`src/rtl/llscPkg.sv`:
```
package llscPkg;

  typedef enum logic [2:0] {
    OP_LL    = 3'd0,
    OP_CHECK = 3'd1,
    OP_SC    = 3'd2,
    OP_SW    = 3'd3,
    OP_CLEAR = 3'd4
  } llscOpE;

  // one-hot strobes from control to datapath
  typedef struct packed {
    logic ll;
    logic check;
    logic sc;
    logic sw;
    logic clear;
  } llscCtrlS;

  // mask that shapes the victim counter for a given entry count
  function automatic logic [63:0] victimMask(input int slots);
    case (slots)
      12:      victimMask = 64'h0;
      16:      victimMask = 64'hA800;
      20:      victimMask = 64'hD5500;
      24:      victimMask = 64'hDB5540;
      32:      victimMask = 64'hF776D550;
      default: victimMask = 64'h0;
    endcase
  endfunction

  function automatic bit slotsLegal(input int slots);
    slotsLegal = (slots == 12) || (slots == 16) || (slots == 20) ||
                 (slots == 24) || (slots == 32);
  endfunction

endpackage

```
`src/rtl/llscCtrl.sv`:
```
module llscCtrl
  import llscPkg::*;
(
  input  logic       reqValid,
  input  logic [2:0] reqOp,
  output llscCtrlS   ctl
);
  always_comb begin
    ctl = '0;
    if (reqValid) begin
      case (reqOp)
        OP_LL:    ctl.ll    = 1'b1;
        OP_CHECK: ctl.check = 1'b1;
        OP_SC:    ctl.sc    = 1'b1;
        OP_SW:    ctl.sw    = 1'b1;
        OP_CLEAR: ctl.clear = 1'b1;
        default:  ctl = '0;
      endcase
    end
  end
endmodule

```
`src/rtl/llscData.sv`:
```
module llscData
  import llscPkg::*;
#(
  parameter int SLOTS          = 16,
  parameter int ADDR_W         = 32,
  parameter int KEY_W          = 32,
  parameter int WORDS_W        = 4,
  parameter int BYTES_PER_WORD = 4,
  parameter int LIFE_SPAN      = 8,
  parameter int CNT_W          = 16
) (
  input  logic               clk,
  input  logic               rstN,
  input  llscCtrlS           ctl,
  input  logic [ADDR_W-1:0]  reqAddr,
  input  logic [WORDS_W-1:0] reqWords,
  input  logic [KEY_W-1:0]   reqKey,
  output logic               rspHit,
  output logic [KEY_W-1:0]   rspKey,
  output logic [CNT_W-1:0]   cntEvict,
  output logic [CNT_W-1:0]   cntLl,
  output logic [CNT_W-1:0]   cntLlUpd,
  output logic [CNT_W-1:0]   cntSc,
  output logic [CNT_W-1:0]   cntScOk,
  output logic [CNT_W-1:0]   cntCheck,
  output logic [CNT_W-1:0]   cntSw
);
  localparam int IDX_W  = $clog2(SLOTS);
  localparam int BPW_SH = $clog2(BYTES_PER_WORD);
  localparam logic [63:0]      MASK_ALL = victimMask(SLOTS);
  localparam logic [SLOTS-1:0] MASK     = MASK_ALL[SLOTS-1:0];
  localparam logic [KEY_W-1:0] LIFE     = KEY_W'(LIFE_SPAN);

  logic [SLOTS-1:0]  slotVld;
  logic [ADDR_W-1:0] slotAddr [SLOTS];
  logic [KEY_W-1:0]  slotKey  [SLOTS];
  logic [SLOTS-1:0]  vicCnt;
  logic [KEY_W-1:0]  nextKey;

  logic [SLOTS-1:0]  addrEq, keyEq, inRng;
  logic [ADDR_W:0]   rngLo, rngHi;

  assign rngLo = {1'b0, reqAddr};
  assign rngHi = rngLo + ({{(ADDR_W + 1 - WORDS_W){1'b0}}, reqWords} << BPW_SH);

  // parallel compare of every entry
  for (genvar i = 0; i < SLOTS; i++) begin : gCmp
    assign addrEq[i] = slotVld[i] && (slotAddr[i] == reqAddr);
    assign keyEq[i]  = addrEq[i] && (slotKey[i] == reqKey);
    assign inRng[i]  = slotVld[i] && ({1'b0, slotAddr[i]} >= rngLo) &&
                       ({1'b0, slotAddr[i]} < rngHi);
  end

  function automatic logic [IDX_W-1:0] lowestSet(input logic [SLOTS-1:0] v);
    lowestSet = '0;
    for (int i = SLOTS - 1; i >= 0; i--) if (v[i]) lowestSet = IDX_W'(i);
  endfunction

  function automatic logic [IDX_W-1:0] highestSet(input logic [SLOTS-1:0] v);
    highestSet = '0;
    for (int i = 0; i < SLOTS; i++) if (v[i]) highestSet = IDX_W'(i);
  endfunction

  logic [IDX_W-1:0] addrIdx, keyIdx, freeIdx, vicIdx, allocIdx;
  logic [SLOTS-1:0] newCnt;
  logic [KEY_W-1:0] keyAge;
  logic             anyAddr, anyKey, tableFull, keyYoung;

  always_comb begin
    addrIdx   = lowestSet(addrEq);
    keyIdx    = lowestSet(keyEq);
    freeIdx   = lowestSet(~slotVld);
    anyAddr   = |addrEq;
    anyKey    = |keyEq;
    tableFull = &slotVld;
    newCnt    = ((~vicCnt & (vicCnt << 1)) & MASK) | (vicCnt + 1'b1);
    vicIdx    = highestSet(vicCnt ^ newCnt);
    allocIdx  = tableFull ? vicIdx : freeIdx;
    keyAge    = (slotKey[addrIdx] > nextKey) ? slotKey[addrIdx] - nextKey
                                             : nextKey - slotKey[addrIdx];
    keyYoung  = keyAge < LIFE;
  end

  always_comb begin
    rspHit = 1'b0;
    rspKey = '0;
    if (ctl.ll) begin
      rspHit = anyAddr;
      rspKey = (anyAddr && keyYoung) ? slotKey[addrIdx] : nextKey;
    end else if (ctl.check || ctl.sc) begin
      rspHit = anyKey;
    end else if (ctl.sw) begin
      rspHit = |inRng;
    end
  end

  always_ff @(posedge clk) begin
    if (!rstN) begin
      slotVld  <= '0;
      vicCnt   <= '0;
      nextKey  <= '0;
      cntEvict <= '0;
      cntLl    <= '0;
      cntLlUpd <= '0;
      cntSc    <= '0;
      cntScOk  <= '0;
      cntCheck <= '0;
      cntSw    <= '0;
    end else begin
      if (ctl.clear) begin
        slotVld <= '0;
        vicCnt  <= '0;
        nextKey <= '0;
      end
      if (ctl.ll) begin
        cntLl <= cntLl + 1'b1;
        if (anyAddr) begin
          if (!keyYoung) begin
            slotKey[addrIdx] <= nextKey;
            nextKey          <= nextKey + 1'b1;
            cntLlUpd         <= cntLlUpd + 1'b1;
          end
        end else begin
          slotVld[allocIdx]  <= 1'b1;
          slotAddr[allocIdx] <= reqAddr;
          slotKey[allocIdx]  <= nextKey;
          nextKey            <= nextKey + 1'b1;
          if (tableFull) begin
            vicCnt   <= newCnt;
            cntEvict <= cntEvict + 1'b1;
          end
        end
      end
      if (ctl.check) cntCheck <= cntCheck + 1'b1;
      if (ctl.sc) begin
        cntSc <= cntSc + 1'b1;
        if (anyKey) begin
          slotVld[keyIdx] <= 1'b0;
          cntScOk         <= cntScOk + 1'b1;
        end
      end
      if (ctl.sw) begin
        cntSw   <= cntSw + 1'b1;
        slotVld <= slotVld & ~inRng;
      end
    end
  end
endmodule

```
`src/rtl/llscTable.sv`:
```
module llscTable
  import llscPkg::*;
#(
  parameter int SLOTS          = 16,
  parameter int NUM_PROCS      = 4,
  parameter int ADDR_W         = 32,
  parameter int KEY_W          = 32,
  parameter int WORDS_W        = 4,
  parameter int BYTES_PER_WORD = 4,
  parameter int LIFE_SPAN      = 8,
  parameter int CNT_W          = 16
) (
  input  logic               clk,
  input  logic               rstN,
  input  logic               reqValid,
  input  logic [2:0]         reqOp,
  input  logic [ADDR_W-1:0]  reqAddr,
  input  logic [WORDS_W-1:0] reqWords,
  input  logic [KEY_W-1:0]   reqKey,
  output logic               rspValid,
  output logic               rspHit,
  output logic [KEY_W-1:0]   rspKey,
  output logic [CNT_W-1:0]   cntEvict,
  output logic [CNT_W-1:0]   cntLl,
  output logic [CNT_W-1:0]   cntLlUpd,
  output logic [CNT_W-1:0]   cntSc,
  output logic [CNT_W-1:0]   cntScOk,
  output logic [CNT_W-1:0]   cntCheck,
  output logic [CNT_W-1:0]   cntSw
);
  // entry count and processor count are checked at elaboration
  if (!slotsLegal(SLOTS) || NUM_PROCS < 2) begin : gBadConfig
    $error("llscTable: illegal SLOTS or NUM_PROCS");
  end

  llscCtrlS ctl;

  assign rspValid = reqValid;

  llscCtrl uCtrl (
    .reqValid (reqValid),
    .reqOp    (reqOp),
    .ctl      (ctl)
  );

  llscData #(
    .SLOTS(SLOTS), .ADDR_W(ADDR_W), .KEY_W(KEY_W), .WORDS_W(WORDS_W),
    .BYTES_PER_WORD(BYTES_PER_WORD), .LIFE_SPAN(LIFE_SPAN), .CNT_W(CNT_W)
  ) uData (
    .clk(clk), .rstN(rstN), .ctl(ctl),
    .reqAddr(reqAddr), .reqWords(reqWords), .reqKey(reqKey),
    .rspHit(rspHit), .rspKey(rspKey),
    .cntEvict(cntEvict), .cntLl(cntLl), .cntLlUpd(cntLlUpd),
    .cntSc(cntSc), .cntScOk(cntScOk), .cntCheck(cntCheck), .cntSw(cntSw)
  );
endmodule

```
`config.mk`:
```
export PLATFORM = sky130hd
export DESIGN_NAME = llscTable
export DESIGN_NICKNAME = d
export VERILOG_FILES = /design/src/rtl/llscPkg.sv /design/src/rtl/llscCtrl.sv /design/src/rtl/llscData.sv /design/src/rtl/llscTable.sv
export SDC_FILE = /design/constraint.sdc
export NUM_CORES = 2
export LEC_CHECK = 0
export BUFFER_PORTS_ARGS = -buffer_cell sky130_fd_sc_hd__buf_2
export CAP_MARGIN = 20
export CELL_PAD_IN_SITES_DETAIL_PLACEMENT = 1
export CELL_PAD_IN_SITES_GLOBAL_PLACEMENT = 2
export CORE_ASPECT_RATIO = 1.1
export CORE_UTILIZATION = 40
export CTS_BUF_LIST = sky130_fd_sc_hd__clkbuf_8
export DETAILED_ROUTE_END_ITERATION = 7
export GPL_TIMING_DRIVEN = 0
export HOLD_SLACK_MARGIN = 0.12
export PLACE_DENSITY = 0.72
export SKIP_LAST_GASP = 1
export SLEW_MARGIN = 5
export SYNTH_ARGS = -nofsm -noshare
export SYNTH_HDL_FRONTEND = slang
export SYNTH_HIERARCHICAL = 1
export SYNTH_SLANG_ARGS = --single-unit
```
`constraint.sdc`:
```
create_clock -name clk -period 15.4 [get_ports clk]
set_input_delay 0.77 -clock clk [delete_from_list [all_inputs] [get_ports clk]]
set_output_delay 0.77 -clock clk [all_outputs]
set_load 0.02 [all_outputs]
```
# [After elaboration in Yosys (flattened, before gate mapping)]
# Memories as Yosys holds them, arrays and structs flattened.
# Cells that the tools add are included.
[totals] rom_bits=0 output_inout_bits=146 mem_bits_rw=1024 memories=2 reg_bits=176 elab_cells=295 inputBits=74 latch_bits=0
[mem_list] name="uData.slotAddr" words=16 width=32 read_ports=16 rd_clocked_by_memory_dff=0 wr=1 line_no="llscData.sv:35" source="logic [ADDR_W-1:0] slotAddr [SLOTS];"
[mem_list] name="uData.slotKey" words=16 width=32 read_ports=17 rd_clocked_by_memory_dff=0 wr=1 line_no="llscData.sv:36" source="logic [KEY_W-1:0] slotKey [SLOTS];"
[op_classes] addsub=12 shift=0 n_div=0 n_reduce_logical=77 muxes=108 n_lt_le_gt_ge=38 n_mul=0 eq_ne=36 bitwise_logic=12
[ops] cell="$eq A32 B32 Y1" n=32
[ops] cell="$lt A32 B33 Y1" n=16
[ops] cell="$ge A32 B32 Y1" n=16
[ops] cell="$mux W32" n=8
[ops] cell="$mux W4" n=58
[ops] cell="$mux W16" n=12
[ops] cell="$add A16 B1 Y16 const B" n=8
[ops] cell="$logic_and A1 B1 Y1" n=67
[ops] cell="$not A16 Y16" n=4
[ops] cell="$sub A32 B32 Y32" n=2
[ops] cell="$and A16 B16 Y16" n=3
[ops] cell="$reduce_or A16 Y1" n=3
[ops] cell="$add A32 B6 Y33" n=1
[ops] cell="$add A32 B1 Y32 const B" n=1
[ops] cell="$gt A32 B32 Y1" n=1
[ops] cell="$lt A32 B4 Y1 const B" n=1
[ops] cell="$or A16 B16 Y16" n=2
[ops] cell="$reduce_or A32 Y1" n=1
[ops] cell="$mux W1" n=21
[ops] cell="$reduce_and A18 Y1" n=1
[ops] cell="$reduce_and A16 Y1" n=1
[ops] cell="$xor A16 B16 Y16" n=1
[ops] cell="$mux W3" n=4
[ops] cell="$lt A4 B5 Y1 const B" n=2
[ops] cell="other kinds (12)" n=17

# [Depth between registers and ports, before layout]
[depth] depth_word=32 depth_mapped=34 depth_no_buf=27

# [Cells and area by module]
# Netlist, hierarchy kept.
[by_module_without_submodules] mod="llscData" seq_area_each_um2=34272.9 cells_each=6999 n_inst=1 area_each_um2=77918.5
[by_module_without_submodules] mod="llscCtrl" seq_area_each_um2=0.0 cells_each=5 n_inst=1 area_each_um2=63.8
[by_module_without_submodules] mod="llscTable" seq_area_each_um2=0.0 cells_each=1 n_inst=1 area_each_um2=7.5

# [Least setup slack after synthesis]
# OpenSTA, ideal clock, no wires.
[synth_timing] path_kind="input-to-reg" startpoint="input reqAddr[26]" endpoint="memory uData.slotKey[7][0] (enable)" cell_stages=32 arrival_time_ps=8938 slack_ps=6040 setup_ps=421 path_buffers=8 cell_sequence="inv_1 ha_1 nand4_1 nor4_1 nand4_1 and3_1 o41ai_1 clkbuf_1 buf_2 buf_2 mux2i_1 a21oi_1 o22ai_1 nor2_1 ha_1 buf_2 nand4_1 or4_1 buf_2 o22ai_2 a21o_4 o21a_4 buf_8 buf_8 mux2i_1 nor2_1 a2bb2oi_1 nor4b_2 and4_1 buf_6 or4_1 nor2_1"
[synth_between] elab_chain_len=28 word_cells_on_any_way=67 cone_classes="2 x add/sub; 2 x order compare; 16 x eq/ne; 28 x mux; 18 x reduce/logical; 1 x memory"
[synth_rtl] element="start, declared" line_no="llscTable.sv:17" source="input logic [ADDR_W-1:0] reqAddr,"
[synth_rtl] element="$eq A32 B32 Y1" line_no="llscData.sv:48" source="assign addrEq[i] = slotVld[i] && (slotAddr[i] == reqAddr);"
[synth_rtl] element="$logic_and A1 B1 Y1" line_no="llscData.sv:48"
[synth_rtl] element="$mux W4 (16 in series)" line_no="llscData.sv:56" source="for (int i = SLOTS - 1; i >= 0; i--) if (v[i]) lowestSet = IDX_W'(i);"
[synth_rtl] element="$mem_v2 Z16 W32"
[synth_rtl] element="$sub A32 B32 Y32 (tied with other cells)" line_no="llscData.sv:80" source=": nextKey - slotKey[addrIdx];"
[synth_rtl] element="$mux W32" line_no="llscData.sv:79" source="keyAge = (slotKey[addrIdx] > nextKey) ? slotKey[addrIdx] - nextKey"
[synth_rtl] element="$lt A32 B4 Y1" line_no="llscData.sv:81" source="keyYoung = keyAge < LIFE;"
[synth_rtl] element="$mux W1" line_no="llscData.sv:118" source="if (!keyYoung) begin"
[synth_rtl] element="$mux W1" line_no="llscData.sv:117" source="if (anyAddr) begin"
[synth_rtl] element="$mux W1" line_no="llscData.sv:115" source="if (ctl.ll) begin"
[synth_rtl] element="$mux W1" line_no="llscData.sv:98" source="if (!rstN) begin"
[synth_rtl] element="$mux W1 (not written as such)" line_no="llscData.sv:119" source="slotKey[addrIdx] <= nextKey;"
[synth_rtl] element="$mux W1 (no line)"
[synth_rtl] element="end, declared" line_no="llscData.sv:36"
# Several ways; a longest one is shown, not always the timed one.

# [Final worst setup path]
[layout_timing] startpoint="input reqAddr[29]" endpoint="output rspKey[1]"
[layout_between] elab_chain_len=25 word_cells_on_any_way=58 cone_classes="2 x add/sub; 2 x order compare; 16 x eq/ne; 19 x mux; 18 x reduce/logical; 1 x memory"
[layout_rtl] element="$eq A32 B32 Y1" line_no="llscData.sv:48"
[layout_rtl] element="$logic_and A1 B1 Y1" line_no="llscData.sv:48"
[layout_rtl] element="$mux W4 (16 in series)" line_no="llscData.sv:56"
[layout_rtl] element="$mem_v2 Z16 W32"
[layout_rtl] element="$sub A32 B32 Y32 (tied with other cells)" line_no="llscData.sv:80"
[layout_rtl] element="$mux W32" line_no="llscData.sv:79"
[layout_rtl] element="$lt A32 B4 Y1" line_no="llscData.sv:81"
[layout_rtl] element="$logic_and A1 B1 Y1" line_no="llscData.sv:89" source="rspKey = (anyAddr && keyYoung) ? slotKey[addrIdx] : nextKey;"
[layout_rtl] element="$mux W32 (*)" line_no="llscData.sv:89"
[layout_rtl] element="$mux W32 (*)" line_no="llscData.sv:87" source="if (ctl.ll) begin"
[layout_rtl] element="end, declared" line_no="llscTable.sv:22" source="output logic [KEY_W-1:0] rspKey,"
# Mark *: on every way between the ends. The rest lies on a longest branch, timed or not.

==> qor.csv <==
metric,value,unit
rsz0062_at_grt,no,
die_y,465.1,um
stdcell_count,10270,
cts_buffers,222,
std_cell_rows,169,
synth-compound-area-share,0.1261,
syn_avg_cell_area,11.13,sq um
die_w,423.0,um
drv_slew,0,
drv_cap,0,
initial_utilization,0.4035,
setup.worst_path.start_class,input pin,
placedCellCount,9847,
core_area,193300,sq um
cp_max_fo,20,
clock_skew,0.08233,ns
powerDensity,81.81,nW/um^2
synth_area_leader_cell,edfxtp_1,
grt_max_degree,33,
synth_nets,8148,
async_flop_share,0,
clkLatencyLatePin,1.04,ns
drtAntennaViolNets,0,
min_period,15.13,ns
crit_top_cell,buf_2,
synth_cell_types,101,
yosysTopAreaCellShare,0.3943,
drive_gt1_frac,0.1076,
cts_tree,yes,
leakage,35.71,nW
ys.flop_type,edfxtp_1,
clk_root_buffer_cell,clkbuf_8,
cts.htree.levels,4,
hp-class,in2reg,
crit_type,in2out,
final_core_util,0.4579,
cts_buffer_depth,3,
register_area,34270,sq um
drt_first_pass_iters,5,
yosys.area_share.simple,0.1236,
end_kind,output pin,
synth_adder_area_share,0.1716,
grt-ovfl-total,0,
port-buffer-count,186,
min_period_over_period,0.9824,
drt_iter0_drc,5022,
nNetsFinal,8655,
placed_area,84180,sq um
dp_hpwl,254200,um
status,finished clean,
max_stage_delay,0.95,ns
drt-total-wl,327000,um
synth.area.top_cells,"edfxtp_1, ha_1, xor2_1, dfxtp_1, mux2i_1",
multiInputGateArea,42520,sq um
finalSetupViolCount,0,
grt_pass1_vias,64630,
gp_congestion,0.9464,
synth_xor_area_frac,0.07131,
grt_pass1_wl,459000,um
muxShareOfSynthArea,0.04648,
globalRouteTotalUtil,0.3242,
syn-instance-count,7005,
vias_per_cell,6.106,
synth_top_family_by_area,adder cells,
relSlewSlack,0.1073,
peakVddDrop,0.00009743,V
antenna_found_initial,12,
yosys_warnings,6,
drcViolationCount,0,
finalHoldViolCount,0,
worstPathArrival,14.36,ns
clkTransAtPathRegs,0.06,ns
power,7.241,mW
worstMarginPinSlew,1.329,ns
crit_path_top_delay_cell,nor4_1,
ios,220,
tns,0,ns
die-area,196700,sq um
cp.required,14.63,ns
area_growth,13.48,%
synth_seq_area_share,0.4395,
synth_area,77990,sq um
clkSinkCount,1200,
vias,62700,
synth_edf_count,1024,
wl_per_cell,31.85,um
ys_ff_latch,1200,
nFillCells,20980,
timing.fmax,66.10,MHz
final_area,88500,sq um
[sequential cells by signal (all words and copies together), names as in the netlist]
name and cells:
uData/slotAddr 512, uData/slotKey 512, uData/nextKey 32, uData/cntCheck 16, uData/cntEvict 16, uData/cntLlUpd 16
uData/cntLl 16, uData/cntScOk 16, uData/cntSc 16, uData/cntSw 16, uData/slotVld 16, uData/vicCnt 16
[metal layers]
metal,vias up,GRT usage,part of all wire
li1,27940,-,-
met4,4,0.2135,0.073
met5,-,0,0.000070
met3,705,0.04078,0.053
met2,2196,0.5483,0.48
met1,31860,0.3871,0.39
[worst paths after layout]
check,startpoint,endpoint,slack (ns),depth (start not counted)
hold / removal,reqAddr[1],uData/slotAddr[3][1],0.25,1
setup reg to reg,uData/slotAddr[9][29],uData/slotKey[2][6],2.03,32
hold reg to reg,uData/cntScOk[1],uData/cntScOk[1],0.49,2
setup / recovery,reqAddr[29],rspKey[1],0.27,33
[per-stage QoR]
stage	hold WS, ns	setup slack [ns]
global route	0.2098	0.1377
finish	0.2466	0.2716
global placement	0.4675	-5.470
CTS	0.1420	0.6531
floorplan	0.4493	6.040
detailed placement	0.4733	0.5214
[cell usage in the layout, fill, tap and decap left out, types with 123 or more instances in the layout]
cell and instances:
a21o_1 255, a21oi_1 432, buf_2 239, clkbuf_1 144, clkbuf_8 237, dfxtp_1 176, edfxtp_1 1024, ha_1 1068
inv_1 248, mux2i_1 253, nand2_1 339, nand3_1 142, nand4_1 289, nor2_1 367, nor3_1 123, nor4_1 140
o21ai_0 286, xnor2_1 158, xor2_1 449
[logic make-up after synthesis]
family                   after synthesis
multiplexers                         350
buffers and inverters                404
AO/OA/AOI/OAI                       1509
XOR/XNOR                             635
AND/OR/NAND/NOR                     1838
flip-flops                          1200
adder cells (fa/ha/maj)             1069
[power by group]
part           internal [mW]  leakage, nW  switching [mW]
Clock                   1.49         2.38            1.50
Sequential              3.50         11.4         0.00299
Combinational          0.249         21.9           0.499
Total                   5.24         35.7            2.00
[repair_timing]
item | in CTS | in global routing
hold endpoints to repair | 16 | 0
resized for setup | 0 | 0
setup buffers | 0 | 0
hold buffers | 1 | 0
[cell usage after synthesis, types with 10 or more instances]
library cell / instances
a2111oi_0: 15
a211o_1: 10
a211oi_1: 44
a21boi_0: 11
a21o_1: 255
a21oi_1: 432
a221o_1: 24
a221oi_1: 15
a22o_1: 36
a22oi_1: 17
a31oi_1: 37
and2_1: 28
and3_1: 64
and4_1: 31
buf_1: 22
buf_2: 48
clkbuf_1: 144
dfxtp_1: 176
edfxtp_1: 1024
ha_1: 1068
inv_1: 175
mux2_2: 97
mux2i_1: 253
nand2_1: 339
nand2b_1: 71
nand3_1: 142
nand4_1: 289
nor2_1: 395
nor2b_1: 93
nor3_1: 124
nor3b_1: 13
nor4_1: 142
o2111ai_1: 22
o211ai_1: 44
o21a_1: 89
o21ai_0: 286
o22ai_1: 36
o311ai_1: 11
o41ai_1: 16
or3_1: 36
or4_1: 13
xnor2_1: 185
xor2_1: 450
[layout make-up]
class / count / share of cell area
Antenna cell: 10 / 0.0002828
Inverter: 176 / 0.007465
Sequential cell: 1200 / 0.3873
Tap cell: 2565 / 0.03626
Clock inverter: 169 / 0.01033
Clock buffer: 237 / 0.03686
Multi-Input combinational cell: 5401 / 0.4805
Timing Repair Buffer: 283 / 0.02962
Buffer: 228 / 0.01145
[worst max-delay path, delay by kind of cell]
family	cells	cell delay (ns)
simple gates	13	5.00
buf+inv	9	4.08
compound gates	6	2.56
fa+ha+maj	2	0.93
mux	3	0.92
Note: power is estimated with default switching activity, not from simulation.
